File: config.mk
export PLATFORM = sky130hd
export DESIGN_NAME = hdrv_hout_supervisor
export DESIGN_NICKNAME = d
export VERILOG_FILES = /design/src/rtl/hdrv_pkg.sv /design/src/rtl/hdrv_sync.sv /design/src/rtl/hdrv_clk_detect.sv /design/src/rtl/hdrv_pd_filter.sv /design/src/rtl/hdrv_stby_gen.sv /design/src/rtl/hdrv_hout_supervisor.sv
export SDC_FILE = /design/constraint.sdc
export NUM_CORES = 1
export LEC_CHECK = 0
export BUFFER_PORTS_ARGS = -buffer_cell sky130_fd_sc_hd__buf_2
export CAP_MARGIN = 20
export CORE_ASPECT_RATIO = 1.25
export CORE_MARGIN = 2
export CORE_UTILIZATION = 62
export CTS_CLUSTER_SIZE = 25
export DETAILED_ROUTE_END_ITERATION = 8
export PLACE_DENSITY = 0.79
export SLEW_MARGIN = 25
export SYNTH_ARGS = -nofsm -noshare
export SYNTH_HDL_FRONTEND = slang
export SYNTH_HIERARCHICAL = 1
export SYNTH_SLANG_ARGS = --single-unit
File: constraint.sdc
create_clock -name clk -period 3.05 [get_ports clk]
set_clock_uncertainty 0.05 [all_clocks]
set_input_delay 0 -clock clk [delete_from_list [all_inputs] [get_ports clk]]
set_output_delay 0 -clock clk [all_outputs]
set_load 0.02 [all_outputs]
File: src/rtl/hdrv_pkg.sv
package hdrv_pkg;

  typedef enum logic [1:0] {
    SRC_OFF    = 2'd0,
    SRC_STBY   = 2'd1,
    SRC_TO_PLL = 2'd2,
    SRC_PLL    = 2'd3
  } src_state_e;

  // a window passes when its edge count lies inside the accepted band
  function automatic logic window_ok(input int unsigned edges,
                                     input int unsigned lo,
                                     input int unsigned hi);
    return (edges >= lo) && (edges <= hi);
  endfunction

  // standby half period measured in 5 MHz rising edges
  function automatic int unsigned stby_half_edges(input int unsigned div,
                                                  input int unsigned half_ticks);
    return div * half_ticks;
  endfunction

endpackage

File: src/rtl/hdrv_sync.sv
module hdrv_sync #(
  parameter int WIDTH  = 1,
  parameter int STAGES = 2
) (
  input  logic             clk,
  input  logic             rst_n,
  input  logic [WIDTH-1:0] d,
  output logic [WIDTH-1:0] q
);
  logic [WIDTH-1:0] stage_q [STAGES];

  always_ff @(posedge clk or negedge rst_n) begin
    if (!rst_n) begin
      for (int i = 0; i < STAGES; i++) stage_q[i] <= '0;
    end else begin
      stage_q[0] <= d;
      for (int i = 1; i < STAGES; i++) stage_q[i] <= stage_q[i-1];
    end
  end

  assign q = stage_q[STAGES-1];
endmodule

File: src/rtl/hdrv_clk_detect.sv
module hdrv_clk_detect
  import hdrv_pkg::*;
#(
  parameter int WIN_CYC  = 500,
  parameter int EDGE_MIN = 8,
  parameter int EDGE_MAX = 12,
  parameter int GOOD_WIN = 4
) (
  input  logic clk,
  input  logic rst_n,
  input  logic clk5_s,
  output logic clk5_rise,
  output logic clk_valid
);
  localparam int WW = $clog2(WIN_CYC);
  localparam int EW = $clog2(EDGE_MAX + 2);
  localparam int GW = $clog2(GOOD_WIN + 1);

  logic          clk5_d;
  logic [WW-1:0] win_cnt;
  logic [EW-1:0] edge_cnt;
  logic [GW-1:0] good_cnt;
  logic          win_end, win_good;

  assign clk5_rise = clk5_s & ~clk5_d;
  assign win_end   = (win_cnt == WW'(WIN_CYC - 1));
  assign win_good  = window_ok(int'(edge_cnt), EDGE_MIN, EDGE_MAX);

  always_ff @(posedge clk or negedge rst_n) begin
    if (!rst_n) begin
      clk5_d    <= 1'b0;
      win_cnt   <= '0;
      edge_cnt  <= '0;
      good_cnt  <= '0;
      clk_valid <= 1'b0;
    end else begin
      clk5_d <= clk5_s;
      if (win_end) begin
        win_cnt  <= '0;
        edge_cnt <= EW'(clk5_rise);
        if (win_good) begin
          if (good_cnt != GW'(GOOD_WIN)) good_cnt <= good_cnt + 1'b1;
          clk_valid <= (good_cnt >= GW'(GOOD_WIN - 1));
        end else begin
          good_cnt  <= '0;
          clk_valid <= 1'b0;
        end
      end else begin
        win_cnt <= win_cnt + 1'b1;
        if (clk5_rise && edge_cnt != EW'(EDGE_MAX + 1)) edge_cnt <= edge_cnt + 1'b1;
      end
    end
  end
endmodule

File: src/rtl/hdrv_pd_filter.sv
module hdrv_pd_filter #(
  parameter int GLITCH_CYC  = 13,
  parameter int STRETCH_CYC = 12500
) (
  input  logic clk,
  input  logic rst_n,
  input  logic low_s,
  output logic pd,
  output logic pd_trip
);
  localparam int GW = $clog2(GLITCH_CYC + 1);
  localparam int SW = $clog2(STRETCH_CYC);

  logic [GW-1:0] low_cnt;
  logic [SW-1:0] hold_cnt;
  logic          hold_done;

  assign pd_trip   = low_s && (low_cnt == GW'(GLITCH_CYC));
  assign hold_done = (hold_cnt == SW'(STRETCH_CYC - 1));

  always_ff @(posedge clk or negedge rst_n) begin
    if (!rst_n) begin
      low_cnt  <= '0;
      hold_cnt <= '0;
      pd       <= 1'b0;
    end else begin
      if (!low_s) low_cnt <= '0;
      else if (low_cnt != GW'(GLITCH_CYC)) low_cnt <= low_cnt + 1'b1;

      if (pd_trip || (pd && low_s)) begin
        pd       <= 1'b1;
        hold_cnt <= '0;
      end else if (pd) begin
        hold_cnt <= hold_cnt + 1'b1;
        if (hold_done) pd <= 1'b0;
      end
    end
  end
endmodule

File: src/rtl/hdrv_stby_gen.sv
module hdrv_stby_gen #(
  parameter int DIV        = 5,
  parameter int HALF_TICKS = 32
) (
  input  logic clk,
  input  logic rst_n,
  input  logic clk5_rise,
  input  logic restart,
  output logic stby_tog
);
  localparam int DW = $clog2(DIV);
  localparam int HW = $clog2(HALF_TICKS);

  logic [DW-1:0] div_cnt;
  logic [HW-1:0] half_cnt;
  logic          tick;

  assign tick     = clk5_rise && (div_cnt == DW'(DIV - 1));
  assign stby_tog = tick && (half_cnt == HW'(HALF_TICKS - 1)) && !restart;

  always_ff @(posedge clk or negedge rst_n) begin
    if (!rst_n) begin
      div_cnt  <= '0;
      half_cnt <= '0;
    end else if (restart) begin
      div_cnt  <= '0;
      half_cnt <= '0;
    end else if (clk5_rise) begin
      div_cnt <= tick ? '0 : div_cnt + 1'b1;
      if (tick) half_cnt <= (half_cnt == HW'(HALF_TICKS - 1)) ? '0 : half_cnt + 1'b1;
    end
  end
endmodule

File: src/rtl/hdrv_hout_supervisor.sv
module hdrv_hout_supervisor
  import hdrv_pkg::*;
#(
  parameter int WIN_CYC     = 500,
  parameter int EDGE_MIN    = 8,
  parameter int EDGE_MAX    = 12,
  parameter int GOOD_WIN    = 4,
  parameter int DIV         = 5,
  parameter int HALF_TICKS  = 32,
  parameter int GLITCH_CYC  = 13,
  parameter int STRETCH_CYC = 12500
) (
  input  logic clk,
  input  logic rst_n,
  input  logic clk5_in,
  input  logic pll_hdrive,
  input  logic supply_low,
  input  logic pll_enable,
  output logic hout
);
  logic [2:0] raw_in, sync_out;
  logic       clk5_s, pll_s, low_s, pll_d;
  logic       clk5_rise, clk_valid, pd, pd_trip;
  logic       stby_tog, stby_restart, pll_edge, want_pll, hout_evt, sel_pll;
  logic       hout_q, hout_nx, min_done, min_nx;
  src_state_e state, state_nx;

  assign raw_in = {supply_low, pll_hdrive, clk5_in};

  hdrv_sync #(.WIDTH(3), .STAGES(2)) u_sync (
    .clk(clk), .rst_n(rst_n), .d(raw_in), .q(sync_out)
  );
  assign {low_s, pll_s, clk5_s} = sync_out;

  hdrv_clk_detect #(
    .WIN_CYC(WIN_CYC), .EDGE_MIN(EDGE_MIN), .EDGE_MAX(EDGE_MAX), .GOOD_WIN(GOOD_WIN)
  ) u_det (
    .clk(clk), .rst_n(rst_n), .clk5_s(clk5_s), .clk5_rise(clk5_rise), .clk_valid(clk_valid)
  );

  hdrv_pd_filter #(.GLITCH_CYC(GLITCH_CYC), .STRETCH_CYC(STRETCH_CYC)) u_pd (
    .clk(clk), .rst_n(rst_n), .low_s(low_s), .pd(pd), .pd_trip(pd_trip)
  );

  hdrv_stby_gen #(.DIV(DIV), .HALF_TICKS(HALF_TICKS)) u_stby (
    .clk(clk), .rst_n(rst_n), .clk5_rise(clk5_rise), .restart(stby_restart), .stby_tog(stby_tog)
  );

  assign pll_edge = pll_s ^ pll_d;
  assign want_pll = clk_valid && pll_enable && !pd;
  assign hout_evt = stby_tog || pll_edge || !clk_valid;
  assign sel_pll  = (state == SRC_PLL);
  assign hout     = hout_q;

  always_comb begin
    state_nx     = state;
    hout_nx      = hout_q;
    min_nx       = min_done;
    stby_restart = 1'b0;
    unique case (state)
      SRC_OFF: begin
        hout_nx = 1'b0;
        if (clk_valid) begin
          state_nx     = SRC_STBY;
          stby_restart = 1'b1;
        end
      end
      SRC_STBY: begin
        if (stby_tog) begin
          hout_nx = ~hout_q;
          if (want_pll) begin
            state_nx = SRC_TO_PLL;
            min_nx   = 1'b0;
          end
        end
      end
      SRC_TO_PLL: begin
        if (!want_pll) begin
          state_nx = SRC_STBY;
          if (stby_tog) hout_nx = ~hout_q;
        end else if (min_done && pll_edge && (pll_s != hout_q)) begin
          hout_nx  = pll_s;
          state_nx = SRC_PLL;
        end else if (stby_tog) begin
          min_nx = 1'b1;
        end
      end
      SRC_PLL: begin
        if (pll_edge) begin
          hout_nx = pll_s;
          if (!want_pll) begin
            state_nx     = SRC_STBY;
            stby_restart = 1'b1;
          end
        end
      end
      default: state_nx = SRC_OFF;
    endcase
    if (!clk_valid) begin
      state_nx = SRC_OFF;
      hout_nx  = 1'b0;
    end
  end

  always_ff @(posedge clk or negedge rst_n) begin
    if (!rst_n) begin
      state    <= SRC_OFF;
      hout_q   <= 1'b0;
      min_done <= 1'b0;
      pll_d    <= 1'b0;
    end else begin
      state    <= state_nx;
      hout_q   <= hout_nx;
      min_done <= min_nx;
      pll_d    <= pll_s;
    end
  end
endmodule

# Yosys cells after proc, flatten, opt, wreduce, memory -nomap -nowiden
# Index checks and enable logic that the tools add are counted.
[totals]
out_inout_bits = 1
reg_bits = 56
elab_cells = 123
[classes]
n_bitwise = 4
reduce_logical = 25
n_mux = 44
magnitude_cmp = 3
add_sub_neg = 7
eq_ne = 24
[ops]
columns = ["op", "n"]
rows = [
  ["14-bit two-way mux", 2],
  ["5-bit two-way mux", 4],
  ["1-bit two-way mux", 17],
  ["4-bit two-way mux", 4],
  ["3-bit two-way mux", 5],
  ["3-bit inequality test, second input constant", 5],
  ["14-bit by 1-bit adder with 14-bit output, second input constant", 1],
  ["14-bit == test, second input constant", 1],
  ["2-bit two-way mux", 7],
  ["2-bit inequality test, second input constant", 6],
  ["4-bit inequality test, second input constant", 3],
  ["1-bit logical AND", 11],
  ["2-bit nonzero test", 5],
  ["9-bit by 1-bit adder with 9-bit output, second input constant", 1],
  ["9-bit == test, second input constant", 1],
  ["9-bit two-way mux", 1],
  ["4-bit by 1-bit adder with 4-bit output, second input constant", 2],
  ["2-bit one-hot mux with 4 select lines", 1],
  ["3-bit by 1-bit adder with 3-bit output, second input constant", 2],
  ["2-bit AND reduction", 3],
  ["6-bit AND reduction", 1],
  ["5-bit by 1-bit adder with 5-bit output, second input constant", 1],
  ["5-bit == test, second input constant", 1],
  ["5-bit AND reduction", 1],
  ["other kinds (17)", 21],
]

# Depth between registers and ports, before layout
# Gate-level depths: netlist of the first run.
[logic_depth]
depth_word = 11
depth_mapped = 10
depth_no_buf = 9

# Cells and area by module
# Netlist of the first run, hierarchy kept.
[modules_own_cells]
columns = ["mod", "instances", "area_per_inst_um2", "cells_per_inst", "seq_area_each_um2"]
rows = [
  ["hdrv_pd_filter", 1, 1061.0, 104, 475.5],
  ["hdrv_clk_detect", 1, 917.1, 89, 450.4],
  ["hdrv_hout_supervisor", 1, 478.0, 49, 125.1],
  ["hdrv_stby_gen", 1, 440.4, 43, 200.2],
  ["hdrv_sync", 1, 172.7, 9, 150.1],
]

# Worst setup path after synthesis of the first run
# Ideal clock, no wire load.
[synth_path]
path_type = "register to register"
from = "register u_sync.stage_q (netlist bit u_sync/q[1])"
to = "register hout_q, in the netlist hout"
path_buffers = 2
setup_ps = 125
period_less_slack_ps = 2173
path_slack_ps = 877
t_arrival_ps = 1998
stages_incl_launch_ff = 11
path_cell_list = "dfrtp_1 buf_4 xor2_1 a32oi_1 nor2_1 clkbuf_1 nor3b_1 xor2_1 nand4_1 nand3_1 mux2_4"
[synth_via]
elab_chain_cells = 9
word_cells_on_any_way = 17
[synth_rtl]
columns = ["element", "line_no", "source"]
rows = [
  ["start: declaration", "hdrv_sync.sv:10", "logic [WIDTH-1:0] stage_q [STAGES];"],
  ["1-bit bitwise XOR (*)", "hdrv_hout_supervisor.sv:49", "assign pll_edge = pll_s ^ pll_d;"],
  ["1-bit two-way mux (*)", "hdrv_hout_supervisor.sv:89", "if (pll_edge) begin"],
  ["1-bit one-hot mux with 2 select lines (*)", "hdrv_hout_supervisor.sv:60", "unique case (state)"],
  ["net stby_restart", "hdrv_hout_supervisor.sv:24", "logic stby_tog, stby_restart, pll_edge, want_pll, hout_evt, sel_pll;"],
  ["1-bit zero test (*)", "hdrv_stby_gen.sv:19", "assign stby_tog = tick && (half_cnt == HW'(HALF_TICKS - 1)) && !restart;"],
  ["1-bit logical AND (*)", "hdrv_stby_gen.sv:19", ""],
  ["net stby_tog", "hdrv_hout_supervisor.sv:24", ""],
  ["1-bit two-way mux (*)", "-", ""],
  ["1-bit two-way mux", "hdrv_hout_supervisor.sv:78", "if (!want_pll) begin"],
  ["1-bit one-hot mux with 4 select lines (*)", "hdrv_hout_supervisor.sv:60", ""],
  ["1-bit two-way mux (*)", "hdrv_hout_supervisor.sv:99", "if (!clk_valid) begin"],
  ["end signal: assignment", "hdrv_hout_supervisor.sv:113", "hout_q <= hout_nx;"],
  ["end: declaration", "hdrv_hout_supervisor.sv:25", "logic hout_q, hout_nx, min_done, min_nx;"],
]
# Mark *: on every way through the listed nets, which the timed path passes. The rest lies on a longest branch. The select of a mux whose other input is x is not followed.
# A chain may end at the register's enable or synchronous reset.

# Worst setup path in the final report of the first run
[layout_path]
from = "register state[0]"
to = "register state[1]"
[layout_via]
elab_chain_cells = 6
word_cells_on_any_way = 15
[layout_rtl]
columns = ["element", "line_no", "source"]
rows = [
  ["start: declaration", "hdrv_hout_supervisor.sv:26", "src_state_e state, state_nx;"],
  ["start signal: assignment", "hdrv_hout_supervisor.sv:112", "state <= state_nx;"],
  ["2-bit == test or 2-bit zero test (tied branches)", "hdrv_hout_supervisor.sv:60", ""],
  ["1-bit one-hot mux with 2 select lines (*)", "hdrv_hout_supervisor.sv:60", ""],
  ["net stby_restart", "hdrv_hout_supervisor.sv:24", ""],
  ["1-bit zero test (*)", "hdrv_stby_gen.sv:19", ""],
  ["1-bit logical AND (*)", "hdrv_stby_gen.sv:19", ""],
  ["net stby_tog", "hdrv_hout_supervisor.sv:24", ""],
  ["3-bit inequality test (no line) (*)", "-", ""],
  ["5-bit AND reduction (no line) (*)", "-", ""],
]
# Mark *: on every way through the listed nets, which the timed path passes. The rest lies on a longest branch.

==> flow_metrics.tcl, run 1 <==
set metrics [dict create \
    status "complete, no violations" \
    cts_inserted_buffers 5 \
    slowest_stage "nor3b_1" \
    setup_viol 0 \
    drive_above_1_share 0.0990 \
    die_x_um 66.9 \
    start_kind "flip-flop" \
    cp.arrival_ns 2.62 \
    use_met1 0.271 \
    postCtsSetupRepairBufs 0 \
    viasPerCell 6.08 \
    vias 2207 \
    grt_start_max_net_pins 44 \
    fill_cells 383 \
    wire_per_inst_um 14.8 \
    clock_latency_ns 0.30 \
    critPathMaxFanout 9 \
    drt_iter0_drc 191 \
    max_freq_mhz 407 \
    dieArea_um2 5530 \
    htreeDepth 2 \
    cellLeakagePower_uw 0.00137 \
    drt-pass1-iter-count 5 \
    cts_hold_buf 4 \
    pre_cts_slack_ns 0.664 \
    fin_setup_tns_ns 0 \
    syn_inst 293 \
    clockBufferDepth 2 \
    cp.required_ns 3.21 \
    crit_chain "ha_1 > a32oi_1 > nor2_1 > nor3b_1 > nand3b_1 > a22oi_1 > nand3_1 > o31ai_1" \
    diodes 0 \
    cts_resized 0 \
    fp.dieH_um 82.6 \
    grt-busiest-layer "met2" \
    cts_root_buffer "clkbuf_8" \
    cts.sinks 56 \
    critPathMaxStageDelay_ns 0.46 \
    antenna_found_initial 0 \
    vdd_drop_max_mv 0.312 \
    report.final.slew_viol_count 0 \
    rows 28 \
    crit_type "flip-flop to flip-flop" \
    synth_warnings 6 \
    postRouteWirelength_um 5370 \
    initial_core_util 0.643 \
    fp.coreArea_um2 4760 \
    areaGrowthSynthToFinish_pct 5.59 \
    drt_drc_violations_left 0 \
    grt.overflow.total 0 \
    nNetsFinal 329 \
    worst_pin_slew_ns 0.612 \
    slew_headroom 0.591 \
    cts.reportedPaths.clkPinSlew_ns 0.09 \
    critical_path_buf_inv_count 0 \
    cp_top_family "simple AND/OR/NAND/NOR gates" \
    ant_nets 0 \
    dp_hpwl_um 3840 \
    synth.avg_cell_area_um2 10.5 \
    ioPinCount 7 \
    grt_pass1_wl_um 9310 \
    min_period_ns 2.46 \
    endpoint_kind "flip-flop" \
    io_buffers 6 \
    netlist_area_um2 3070 \
    finalHoldViolCount 0 \
    hold_path.class "input pin to asynchronous set/reset pin" \
    power_density_nw_per_um2 491 \
    syn_nets 319 \
    gr-usage-met3 0.0407 \
    rsz0062_at_grt "no" \
    met2_usage 0.370 \
    grt_pass1_vias 2148 \
    setup_ws_ns 0.595 \
    grt_util_all_layers 0.218 \
    gp_congestion 0.874 \
    fin_crit_sh 0.805 \
    drv_cap 0 \
    cts_tree "done" \
]
## cells in the final DEF (no fill, tap or decap), types with 7 or more instances in the layout
| cell | n |
|---|---|
| o21ai_0 | 14 |
| nand2_1 | 22 |
| nor2_1 | 21 |
| nand4_1 | 7 |
| a21oi_1 | 9 |
| inv_1 | 12 |
| xnor2_1 | 12 |
| dfrtp_1 | 56 |
| o31ai_1 | 7 |
| ha_1 | 20 |
| nand3_1 | 19 |
## area by class of cell
| class | instances | area (um2) | share of cell area |
|---|---|---|---|
| clock inverters | 1 | 5.00 | 0.00155 |
| flip-flops and latches | 56 | 1400 | 0.433 |
| repair buffers | 13 | 95.1 | 0.0294 |
| clock buffers | 6 | 72.6 | 0.0224 |
| inverters | 13 | 48.8 | 0.0151 |
| multi-input cells | 214 | 1540 | 0.475 |
| well taps | 60 | 75.1 | 0.0232 |
## flip-flops by register name (all words and copies together) (netlist names)
| register | flops |
|---|---|
| u_stby/half_cnt | 5 |
| u_stby/div_cnt | 3 |
| u_pd/low_cnt | 4 |
| u_det/clk5_d | 1 |
| hout | 1 |
| pll_d | 1 |
| u_sync/q | 3 |
| min_done | 1 |
| u_det/clk_valid | 1 |
| state | 2 |
| u_det/win_cnt | 9 |
| u_sync/stage_q | 3 |
| u_det/edge_cnt | 4 |
| u_det/good_cnt | 3 |
| u_pd/pd | 1 |
| u_pd/hold_cnt | 14 |
## final timing paths
check	from	end	cells after the start	slack, ns
worst min register to register	u_sync/stage_q[5]$_DFF_PN0_	u_sync/q[2]$_DFF_PN0_	0	0.31
worst max register to register	state[0]$_DFFE_PN0P_	state[1]$_DFFE_PN0P_	8	0.59
max in group asynchronous	rst_n	u_sync/stage_q[5]$_DFF_PN0_	3	2.19
min in group clk	pll_enable	state[1]$_DFFE_PN0P_	5	0.17
worst max-delay path	state[0]$_DFFE_PN0P_	state[1]$_DFFE_PN0P_	8	0.59
worst min-delay path	rst_n	u_stby/half_cnt[0]$_DFFE_PN0P_	2	0.17
## per-stage QoR
step / std cells / area (um2) / hold slack, ns / util / power, uW
floorplan: 293 / 3070 / -0.346 / - / 1140
global placement: 352 / 3120 / 0.0589 / 0.654 / 1200
detailed placement: 352 / 3120 / 0.0593 / 0.654 / 1220
CTS: 363 / 3230 / 0.146 / 0.679 / 1610
global route: 363 / 3240 / 0.201 / 0.679 / 1710
finish: 363 / 3240 / 0.169 / 0.679 / 1590
## report_power, final
group	total (uW)	internal [uW]	switching, uW
sequential	924	829	95.6
combinational	287	131	155
clock	380	157	223
total	1590	1120	474
## per-layer routing
layer | vias up | part of all wire
met2 | 47 | 0.48
li1 | 1078 | -
met3 | 9 | 0.033
met5 | - | 0
met1 | 1073 | 0.47
met4 | 0 | 0.014
No activity file was read; power rests on OpenSTA's default activity.
==> inputs of run 2 (changes only) <==
CORE_UTILIZATION = 56   (was 62)
PLACE_DENSITY = 0.75   (was 0.79)
clock period = 2.2 ns   (was 3.05 ns; I/O delays follow)
==> flow_metrics.tcl, run 2 (same netlist as run 1, synthesis figures left out) <==
set metrics [dict create \
    status "complete, no violations" \
    clock_latency_ns 0.31 \
    postRouteWirelength_um 5800 \
    grt_start_max_net_pins 41 \
    dpl-instance-area_um2 3170 \
    cts_inserted_buffers 5 \
    crit_chain "ha_2 > and3_1 > ha_2 > nor3b_2 > buf_4 > xor2_1 > nand4_1 > nand3_1 > mux2_4" \
    ant_nets 0 \
    nNetsFinal 334 \
    final_cell_mix "dfrtp_1, nand2_1, nor2_1" \
    endpoint_kind "flip-flop" \
    swShare 0.304 \
    grt.overflow.total 0 \
    fin_crit_sh 0.929 \
    drv_cap 0 \
    finalPower_uw 2290 \
    wire_per_inst_um 15.6 \
    grt_pass1_vias 2221 \
    fin_area_um2 3320 \
    switching_power_uw 695 \
    die_x_um 70.2 \
    p_comb_frac 0.180 \
    io_buffers 6 \
    max_freq_mhz 489 \
    crit_top_cell "ha_2" \
    clkPwrFrac 0.260 \
    areaGrowthSynthToFinish_pct 8.45 \
    cts.sinks 56 \
    cp.required_ns 2.35 \
    viasPerCell 6.00 \
    reg2reg_depth 9 \
    clockBufferDepth 2 \
    drt_drc_violations_left 0 \
    min_period_ns 2.04 \
    drive_above_1_share 0.133 \
    p_seq_frac 0.559 \
    holdWs_ns 0.106 \
    top_regs "u_pd/hold_cnt (14), u_det/win_cnt (9), u_stby/half_cnt (5)" \
    layout_commonest_cell "dfrtp_1" \
    ioPinCount 7 \
    fp.coreArea_um2 5370 \
    diodes 0 \
    vias 2238 \
    initial_core_util 0.571 \
    drt-pass1-iter-count 5 \
    report.final.slew_viol_count 0 \
    grt_util_all_layers 0.205 \
    gp_congestion 0.899 \
    start_kind "flip-flop" \
    cts.reportedPaths.clkPinSlew_ns 0.10 \
    htreeDepth 2 \
    slowest_stage "dfrtp_1" \
    fp.dieH_um 86.7 \
    critPathMaxFanout 6 \
    grt_pass1_wl_um 9920 \
    cts_root_buffer "clkbuf_8" \
    critPathMaxStageDelay_ns 0.43 \
    setup_viol 0 \
    finalHoldViolCount 0 \
    vdd_drop_max_mv 0.357 \
    cellLeakagePower_uw 0.00140 \
    power_density_nw_per_um2 688 \
    dp_hpwl_um 3920 \
    crit_type "flip-flop to flip-flop" \
    hold_path.class "input pin to asynchronous set/reset pin" \
    dieArea_um2 6090 \
    regMostFlops "u_pd/hold_cnt" \
    rows 30 \
    cp.arrival_ns 2.20 \
    antenna_found_initial 0 \
    drt_iter0_drc 182 \
    fin_util 0.619 \
    postCtsSetupRepairBufs 0 \
    slew_headroom 0.628 \
    internal-power_uw 1590 \
    worst_pin_slew_ns 0.556 \
    largest_reg_flops 14 \
    cts_tree "done" \
    fin_setup_tns_ns 0 \
]
-- run 2: cell count changes in the layout (fill, tap and decap cells not counted), sizes merged --
cell | before | now
buf | 9 | 14
clkinv | 2 | 1
clkinvlp | 0 | 2
-- run 2: worst max-delay path: cells and delay by family, from the launching register on --
family / cells / cell delay (ns)
AND/OR/NAND/NOR: 4 / 0.49
flip-flops: 1 / 0.43
adder cells (fa/ha/maj): 2 / 0.40
multiplexers: 1 / 0.26
buffers and inverters: 1 / 0.15
XOR/XNOR: 1 / 0.15
-- run 2: path summary, 6_finish.rpt --
check / start / end / slack [ns]
min in group clk: pll_enable / state[1]$_DFFE_PN0P_ / 0.15
worst max-delay path: u_stby/half_cnt[0]$_DFFE_PN0P_ / hout$_DFFE_PN0P_ / 0.16
worst max register to register: u_stby/half_cnt[0]$_DFFE_PN0P_ / hout$_DFFE_PN0P_ / 0.16
worst min register to register: u_sync/stage_q[5]$_DFF_PN0_ / u_sync/q[2]$_DFF_PN0_ / 0.31
worst min-delay path: rst_n / u_stby/div_cnt[2]$_DFFE_PN0P_ / 0.11
max in group asynchronous: rst_n / u_pd/hold_cnt[2]$_DFFE_PN0P_ / 1.42
-- run 2: layout make-up --
class / count / area [um2]
Fill cell: 434 / 2040
Inverter: 13 / 48.8
Sequential cell: 56 / 1400
Timing Repair Buffer: 18 / 143
Multi-Input combinational cell: 214 / 1550
Tap cell: 64 / 80.1
Clock buffer: 6 / 82.6
Clock inverter: 2 / 15.0
-- run 2: metal layers --
layer | up-vias | global-route usage | part of all wire
met5 | - | 0 | 0
met4 | 0 | 0.0804 | 0.0091
met3 | 5 | 0.0407 | 0.027
met2 | 37 | 0.371 | 0.53
met1 | 1103 | 0.239 | 0.43
li1 | 1093 | - | -
-- run 2: power groups by stage --
stage / Sequential (uW) / Combinational (uW) / Clock [uW]
after floorplan: 1260 / 315 / 0
final: 1280 / 413 / 595
after detailed placement: 1300 / 397 / 0
after CTS: 1280 / 410 / 618
after global routing: 1300 / 496 / 651
after global placement: 1290 / 378 / 0
-- run 2: metrics by stage --
stage / std cells / setup slack (ns)
5_1_grt: 373 / -0.0143
3_3_place_gp: 361 / 0.167
3_5_place_dp: 361 / 0.117
2_1_floorplan: 293 / 0.0266
6_report: 373 / 0.156
4_1_cts: 373 / 0.0891
-- run 2: what timing repair did --
action,in CTS,in global routing
hold buffers,4,0
gates resized for setup,0,4
endpoints found under the hold margin,59,0
endpoints found under the setup margin,0,3
